$ cat config.mk
export PLATFORM = sky130hd
export DESIGN_NAME = ifc_gated_counter
export DESIGN_NICKNAME = d
export VERILOG_FILES = /design/src/rtl/ifc_pkg.sv /design/src/rtl/ifc_rst_sync.sv /design/src/rtl/ifc_ctl.sv /design/src/rtl/ifc_seq.sv /design/src/rtl/ifc_edge_cnt.sv /design/src/rtl/ifc_gated_counter.sv
export SDC_FILE = /design/constraint.sdc
export NUM_CORES = 1
export LEC_CHECK = 0
export BUFFER_PORTS_ARGS = -buffer_cell sky130_fd_sc_hd__buf_2
export CAP_MARGIN = 15
export CORE_MARGIN = 1.5
export CORE_UTILIZATION = 32
export DETAILED_ROUTE_END_ITERATION = 10
export SLEW_MARGIN = 10
export SYNTH_ARGS = -nofsm -noshare
export SYNTH_HDL_FRONTEND = slang
export SYNTH_SLANG_ARGS = --single-unit
$ cat constraint.sdc
create_clock -name clk -period 2.3 [get_ports clk]
set_clock_uncertainty 0.2 [all_clocks]
set_input_delay 0.23 -clock clk [delete_from_list [all_inputs] [get_ports clk]]
set_output_delay 0.23 -clock clk [all_outputs]
set_load 0.01 [all_outputs]
$ cat src/rtl/ifc_pkg.sv
package ifc_pkg;
  typedef enum logic [1:0] {
    ST_IDLE = 2'd0,
    ST_WAIT = 2'd1,
    ST_GATE = 2'd2,
    ST_DONE = 2'd3
  } ifc_state_e;

  localparam int unsigned SEL_W = 2;
endpackage

$ cat src/rtl/ifc_rst_sync.sv
module ifc_rst_sync (
  input  logic clk,
  input  logic rst_n,
  output logic rst_sync_n
);
  logic [1:0] stage_q;
  logic [1:0] stage_nxt;

  always_comb begin
    stage_nxt = {stage_q[0], 1'b1};
  end

  always_ff @(posedge clk or negedge rst_n) begin
    if (!rst_n) stage_q <= 2'b00;
    else        stage_q <= stage_nxt;
  end

  assign rst_sync_n = stage_q[1];
endmodule

$ cat src/rtl/ifc_ctl.sv
module ifc_ctl
  import ifc_pkg::*;
(
  input  logic             clk,
  input  logic             rst_n,
  input  logic             strobe,
  input  logic             cfg_en,
  input  logic [SEL_W-1:0] cfg_gate,
  output logic             arm,
  output logic             clr,
  output logic [SEL_W-1:0] gate_q
);
  logic             strobe_d;
  logic             en_q;
  logic             en_nxt;
  logic [SEL_W-1:0] gate_nxt;
  logic             strobe_fall;

  // Control decode: edge of strobe, arm on 0->1, clear on 0
  always_comb begin
    strobe_fall = strobe_d & ~strobe;
    arm         = strobe_fall & cfg_en & ~en_q;
    clr         = strobe_fall & ~cfg_en;
    en_nxt      = strobe_fall ? cfg_en : en_q;
    gate_nxt    = arm ? cfg_gate : gate_q;
  end

  always_ff @(posedge clk or negedge rst_n) begin
    if (!rst_n) begin
      strobe_d <= 1'b0;
      en_q     <= 1'b0;
      gate_q   <= '0;
    end else begin
      strobe_d <= strobe;
      en_q     <= en_nxt;
      gate_q   <= gate_nxt;
    end
  end
endmodule

$ cat src/rtl/ifc_seq.sv
module ifc_seq
  import ifc_pkg::*;
#(
  parameter int unsigned TICK_DIV   = 200000,
  parameter int unsigned WAIT_TICKS = 2,
  parameter int unsigned GATE_T0    = 1,
  parameter int unsigned GATE_T1    = 4,
  parameter int unsigned GATE_T2    = 8,
  parameter int unsigned GATE_T3    = 32
) (
  input  logic             clk,
  input  logic             rst_n,
  input  logic             arm,
  input  logic             clr,
  input  logic [SEL_W-1:0] gate_q,
  output logic             busy,
  output logic             done,
  output logic             gate_open
);
  localparam int unsigned PRE_W = (TICK_DIV > 1) ? $clog2(TICK_DIV) : 1;
  localparam int unsigned MAX_A = (GATE_T0 > GATE_T1) ? GATE_T0 : GATE_T1;
  localparam int unsigned MAX_B = (GATE_T2 > GATE_T3) ? GATE_T2 : GATE_T3;
  localparam int unsigned MAX_G = (MAX_A > MAX_B) ? MAX_A : MAX_B;
  localparam int unsigned MAX_T = (MAX_G > WAIT_TICKS) ? MAX_G : WAIT_TICKS;
  localparam int unsigned TK_W  = $clog2(MAX_T + 1);
  localparam logic [PRE_W-1:0] PRE_LAST  = PRE_W'(TICK_DIV - 1);
  localparam logic [TK_W-1:0]  WAIT_LAST = TK_W'(WAIT_TICKS - 1);

  ifc_state_e       state_q, state_nxt;
  logic [PRE_W-1:0] pre_q, pre_nxt;
  logic [TK_W-1:0]  tk_q, tk_nxt;
  logic [TK_W-1:0]  gate_last;
  logic             run;
  logic             tick;

  always_comb begin
    case (gate_q)
      2'd0:    gate_last = TK_W'(GATE_T0 - 1);
      2'd1:    gate_last = TK_W'(GATE_T1 - 1);
      2'd2:    gate_last = TK_W'(GATE_T2 - 1);
      default: gate_last = TK_W'(GATE_T3 - 1);
    endcase
  end

  always_comb begin
    run       = (state_q == ST_WAIT) || (state_q == ST_GATE);
    tick      = run && (pre_q == PRE_LAST);
    state_nxt = state_q;
    pre_nxt   = pre_q;
    tk_nxt    = tk_q;
    if (clr) begin
      state_nxt = ST_IDLE;
      pre_nxt   = '0;
      tk_nxt    = '0;
    end else if (arm) begin
      state_nxt = ST_WAIT;
      pre_nxt   = '0;
      tk_nxt    = '0;
    end else if (run) begin
      pre_nxt = tick ? '0 : pre_q + 1'b1;
      if (tick) begin
        if (state_q == ST_WAIT && tk_q == WAIT_LAST) begin
          state_nxt = ST_GATE;
          tk_nxt    = '0;
        end else if (state_q == ST_GATE && tk_q == gate_last) begin
          state_nxt = ST_DONE;
          tk_nxt    = '0;
        end else begin
          tk_nxt = tk_q + 1'b1;
        end
      end
    end
  end

  always_ff @(posedge clk or negedge rst_n) begin
    if (!rst_n) begin
      state_q <= ST_IDLE;
      pre_q   <= '0;
      tk_q    <= '0;
    end else begin
      state_q <= state_nxt;
      pre_q   <= pre_nxt;
      tk_q    <= tk_nxt;
    end
  end

  assign busy      = run;
  assign done      = (state_q == ST_DONE);
  assign gate_open = (state_q == ST_GATE);
endmodule

$ cat src/rtl/ifc_edge_cnt.sv
module ifc_edge_cnt #(
  parameter int unsigned CNT_W  = 20,
  parameter int unsigned SYNC_N = 2
) (
  input  logic             clk,
  input  logic             rst_n,
  input  logic             if_in,
  input  logic             clr,
  input  logic             arm,
  input  logic             gate_open,
  output logic [CNT_W-1:0] count
);
  logic [SYNC_N:0]    sh_q, sh_nxt;
  logic [CNT_W-1:0]   cnt_q, cnt_nxt;
  logic               rise;
  logic               sat;

  always_comb begin
    sh_nxt  = {sh_q[SYNC_N-1:0], if_in};
    rise    = sh_q[SYNC_N-1] & ~sh_q[SYNC_N];
    sat     = &cnt_q;
    cnt_nxt = cnt_q;
    if (clr || arm)                  cnt_nxt = '0;
    else if (gate_open && rise && !sat) cnt_nxt = cnt_q + 1'b1;
  end

  always_ff @(posedge clk or negedge rst_n) begin
    if (!rst_n) begin
      sh_q  <= '0;
      cnt_q <= '0;
    end else begin
      sh_q  <= sh_nxt;
      cnt_q <= cnt_nxt;
    end
  end

  assign count = cnt_q;
endmodule

$ cat src/rtl/ifc_gated_counter.sv
module ifc_gated_counter
  import ifc_pkg::*;
#(
  parameter int unsigned CNT_W      = 20,
  parameter int unsigned TICK_DIV   = 200000,
  parameter int unsigned WAIT_TICKS = 2,
  parameter int unsigned GATE_T0    = 1,
  parameter int unsigned GATE_T1    = 4,
  parameter int unsigned GATE_T2    = 8,
  parameter int unsigned GATE_T3    = 32,
  parameter int unsigned SYNC_N     = 2
) (
  input  logic             clk,
  input  logic             rst_n,
  input  logic             ctl_strobe,
  input  logic             ctl_cnt_en,
  input  logic [1:0]       ctl_gate_sel,
  input  logic             if_pulse,
  output logic [CNT_W-1:0] meas_count,
  output logic             meas_busy,
  output logic             meas_done
);
  logic             rst_int_n;
  logic             arm_req;
  logic             clr_req;
  logic [SEL_W-1:0] gate_sel_q;
  logic             gate_open;

  ifc_rst_sync u_rst (
    .clk        (clk),
    .rst_n      (rst_n),
    .rst_sync_n (rst_int_n)
  );

  ifc_ctl u_ctl (
    .clk      (clk),
    .rst_n    (rst_int_n),
    .strobe   (ctl_strobe),
    .cfg_en   (ctl_cnt_en),
    .cfg_gate (ctl_gate_sel),
    .arm      (arm_req),
    .clr      (clr_req),
    .gate_q   (gate_sel_q)
  );

  ifc_seq #(
    .TICK_DIV   (TICK_DIV),
    .WAIT_TICKS (WAIT_TICKS),
    .GATE_T0    (GATE_T0),
    .GATE_T1    (GATE_T1),
    .GATE_T2    (GATE_T2),
    .GATE_T3    (GATE_T3)
  ) u_seq (
    .clk       (clk),
    .rst_n     (rst_int_n),
    .arm       (arm_req),
    .clr       (clr_req),
    .gate_q    (gate_sel_q),
    .busy      (meas_busy),
    .done      (meas_done),
    .gate_open (gate_open)
  );

  ifc_edge_cnt #(
    .CNT_W  (CNT_W),
    .SYNC_N (SYNC_N)
  ) u_cnt (
    .clk       (clk),
    .rst_n     (rst_int_n),
    .if_in     (if_pulse),
    .clr       (clr_req),
    .arm       (arm_req),
    .gate_open (gate_open),
    .count     (meas_count)
  );
endmodule

==> impl_metrics.yaml <==
final_layout:
  layout-area-overhead-vs-synth_pct: 15.7
  layout.cells.non_filler: 446
  final_layout_size_suffix_gt1_share_pct: 20.1
  final_design_area_no_fill_um2: 3360
  postLayoutCoreUtil_pct: 38.3
  num_antenna_cells: 0
  final_net_count: 351
  area.sequential_um2: 1380
  multi_input_comb_area_um2: 1440
  layout_filler_cell_count: 891
routing:
  wire_per_inst_um: 13.4
  dr.first_iter.drc_count: 96
  routed-via-count: 2289
  drc: 0
  first_pass_iters: 4
  final_antenna_net_count: 0
  route.detailed.vias_per_inst: 5.13
  routed_wl_um: 5960
sta:
  finalCritPeriodShare_pct: 93.4
  rsz0062_at_grt: "no"
  worstMarginPinSlew_ns: 0.689
  tns_ns: 0
  timing.final.setup_violations: 0
  finalHoldViolCount: 0
  fin_hold_ws_ns: 0.0166
  slew-limit-headroom_pct: 54.1
  fmax_mhz: 466
  maxSlewViolCount: 0
  post-route-min-period_ns: 2.15
synthesis:
  synth_top_area_share_pct: 47.4
  synthTopCellsByCount: "sky130_fd_sc_hd__dfrtp_1, sky130_fd_sc_hd__nor2_1, sky130_fd_sc_hd__nand2_1"
  postSynthCellCount: 296
  synth_edf_count: 0
  synth_ff_type: "sky130_fd_sc_hd__dfrtp_1"
  post_synthesis_average_cell_area_um2: 9.80
  post-synth-top-area-cell: "sky130_fd_sc_hd__dfrtp_1"
  mappedNetlistArea_um2: 2900
  postSynthNetCount: 310
  ys_warn_count: 0
  synth_most_common_cell: "sky130_fd_sc_hd__dfrtp_1"
  synthDistinctLibCells: 54
  postSynthRegisterBits: 55
  top_post_synthesis_cells_by_area: "sky130_fd_sc_hd__dfrtp_1, sky130_fd_sc_hd__xnor2_1, sky130_fd_sc_hd__nor2_1"
  yosysSeqAreaShare_pct: 47.4
  synthArstFlopShare_pct: 100
power_and_ir_drop:
  irDropWorstVdd_mv: 0.251
  power_per_cell_area_nw_per_um2: 564
  power_leakage_nw: 1.51
critical_path:
  worstSetupStartpoint: "u_seq.state_q[0]$_DFFE_PN0P_"
  worstRegToRegCells: 6
  start_kind: "flop"
  worstPathArrival_ns: 2.17
  worst_setup_path_endpoint: "u_seq.tk_q[5]$_DFFE_PN0P_"
  cpMaxStageDelayCell: "sky130_fd_sc_hd__ha_1"
  type_of_the_worst_setup_path: "flop to flop"
  cp_max_fo: 8
  cp_slowest_stage_delay_ns: 0.40
  r2r-start: "u_seq.state_q[0]$_DFFE_PN0P_"
  cp_cell_sequence: "inv_1 > ha_1 > nor3_1 > a41o_2 > nand2b_1 > o31ai_1"
  r2r_setup_slack_ns: 0.15
  timing.critical_path.required_ns: 2.32
  r2r_end: "u_seq.tk_q[5]$_DFFE_PN0P_"
  end_kind: "flop"
placed_design:
  post-place-cells: 432
  io_buffer_count: 28
  dpl.hpwl_um: 4170
  finalWeightedCongestion: 0.798
  detailed_place.area_um2: 3200
die:
  die_h_um: 98.2
  std_cell_rows: 34
  fp.dieArea_um2: 9650
  initial_utilization_pct: 33.1
  floorplan.die.width_um: 98.2
  pin_count: 29
  floorplan.core_area_um2: 8760
global_route:
  grt_overflow_total: 0
  antenna_found_initial: 0
  grt_pass1_vias: 2278
  grt_util_met3_pct: 2.58
  grt_max_degree: 54
  globalRouteMet1Util_pct: 17.3
  grtUsageMet2_pct: 21.8
  grt_most_used_layer: "met2"
  aggregate_global_route_resource_usage_pct: 12.9
  grt_first_pass_wirelength_um: 10400
run_status:
  outcome: "completed"
flow_run:
  maxCapViolations: 0
cts:
  clk_transition_reported_paths_ns: 0.11
  clock-root-buffer: "sky130_fd_sc_hd__clkbuf_8"
  post-cts-setup-buffers: 0
  cts-buffers-inserted: 5
  cts_tree: "built"
  clock-sinks: 55
  worst_skew_pair.late_latency_ns: 0.31
  clock_path_buffers: 2
  htree_levels: 2
worst_hold_path:
  min_path_type: "input pin to async pin"
## sequential cells by signal, summed over array words and instances (netlist names)
signal	flops
u_ctl.gate_q	2
u_seq.tk_q	6
u_rst.stage_q	2
u_seq.state_q	2
u_ctl.strobe_d	1
u_cnt.count	20
u_seq.pre_q	18
u_ctl.en_q	1
u_cnt.sh_q	3
## report_power, final
part	switching [mW]	leakage (nW)	internal [mW]	total (mW)
clock	0.342	0.0463	0.225	0.567
sequential	0.0570	0.727	1.02	1.08
combinational	0.142	0.733	0.105	0.247
total	0.542	1.51	1.35	1.89
## per-stage QoR
stage,worst slack (ns),total power [mW]
floorplan,0.130,1.26
finish,0.152,1.89
global route,0.0143,2.00
detailed placement,0.0632,1.34
global placement,0.178,1.33
CTS,0.0420,1.92
## what timing repair did
action	4_1_cts	5_1_grt
gates resized for setup	0	1
endpoints found under the setup margin	0	11
hold buffers	6	0
hold endpoints to repair	7	0
## layout make-up
cell class,instances,area share [%]
Multi-Input combinational cell,222,42.8
Sequential cell,55,41.0
Timing Repair Buffer,45,8.42
Tap cell,108,4.02
Clock buffer,5,2.05
Inverter,8,0.894
Clock inverter,3,0.820
## critical path, delay by kind of cell (launching register included)
kind                       cells  cell delay, ns
AOI/OAI and AO/OA              2            0.56
and+or+nand+nor                2            0.43
adders and majority gates      1            0.40
DFF                            1            0.39
buffers and inverters          1            0.07
## placed cells by master, fill, tap and decap left out, types with 3 or more instances in the layout
master                          synthesis  routed
sky130_fd_sc_hd__nand2_1               24      24
sky130_fd_sc_hd__nor3_1                10      10
sky130_fd_sc_hd__nand4_1                8       8
sky130_fd_sc_hd__buf_4                  0      11
sky130_fd_sc_hd__o21ai_1                4       4
sky130_fd_sc_hd__a21oi_2                4       4
sky130_fd_sc_hd__nor2_1                32      32
sky130_fd_sc_hd__xnor2_1               17      17
sky130_fd_sc_hd__inv_1                  8       8
sky130_fd_sc_hd__or3_1                  4       4
sky130_fd_sc_hd__o31ai_1                4       4
sky130_fd_sc_hd__buf_2                  3      28
sky130_fd_sc_hd__and3_1                 4       4
sky130_fd_sc_hd__nand3_1               21      21
sky130_fd_sc_hd__nor4_1                 9       9
sky130_fd_sc_hd__a21oi_1                8       8
sky130_fd_sc_hd__xor2_1                10      10
sky130_fd_sc_hd__o21ai_0                5       5
sky130_fd_sc_hd__clkbuf_8               0       5
sky130_fd_sc_hd__nand2b_1               4       4
sky130_fd_sc_hd__and2_1                 3       3
sky130_fd_sc_hd__dlygate4sd3_1          0       6
sky130_fd_sc_hd__and4_1                 5       5
sky130_fd_sc_hd__ha_1                   7       7
sky130_fd_sc_hd__dfrtp_1               55      54
## how the worst min path moves through the flow
stage | startpoint | cells past startpoint | endpoint
after global placement | rst_n | 1 | u_rst.stage_q[0]$_DFF_PN0_
after global routing | rst_n | 2 | u_rst.stage_q[1]$_DFF_PN0_
final | rst_n | 2 | u_rst.stage_q[1]$_DFF_PN0_
after CTS | rst_n | 2 | u_rst.stage_q[1]$_DFF_PN0_
after floorplan | rst_n | 0 | u_rst.stage_q[0]$_DFF_PN0_
after detailed placement | rst_n | 1 | u_rst.stage_q[0]$_DFF_PN0_
## routing by layer
metal / share of wire, % / up-vias / routed length, um
li1: - / 1145 / -
met1: 50 / 1112 / 3000
met5: 0 / - / 0
met2: 46 / 30 / 2740
met3: 3.5 / 2 / 209
met4: 0.32 / 0 / 19
## cell families (layout without fill, tap and decap cells)
group | count (synthesis) | after routing | synth area share (%)
multiplexers | 4 | 4 | 1.47
other | 1 | 1 | 0.129
AND/OR/NAND/NOR | 140 | 140 | 25.5
flip-flops | 55 | 55 | 47.4
XOR/XNOR | 27 | 27 | 8.15
buffers and inverters | 19 | 61 | 3.10
adder cells (fa/ha/maj) | 7 | 7 | 3.02
AO/OA/AOI/OAI | 43 | 43 | 11.2
Note: power is estimated with default switching activity, not from simulation.
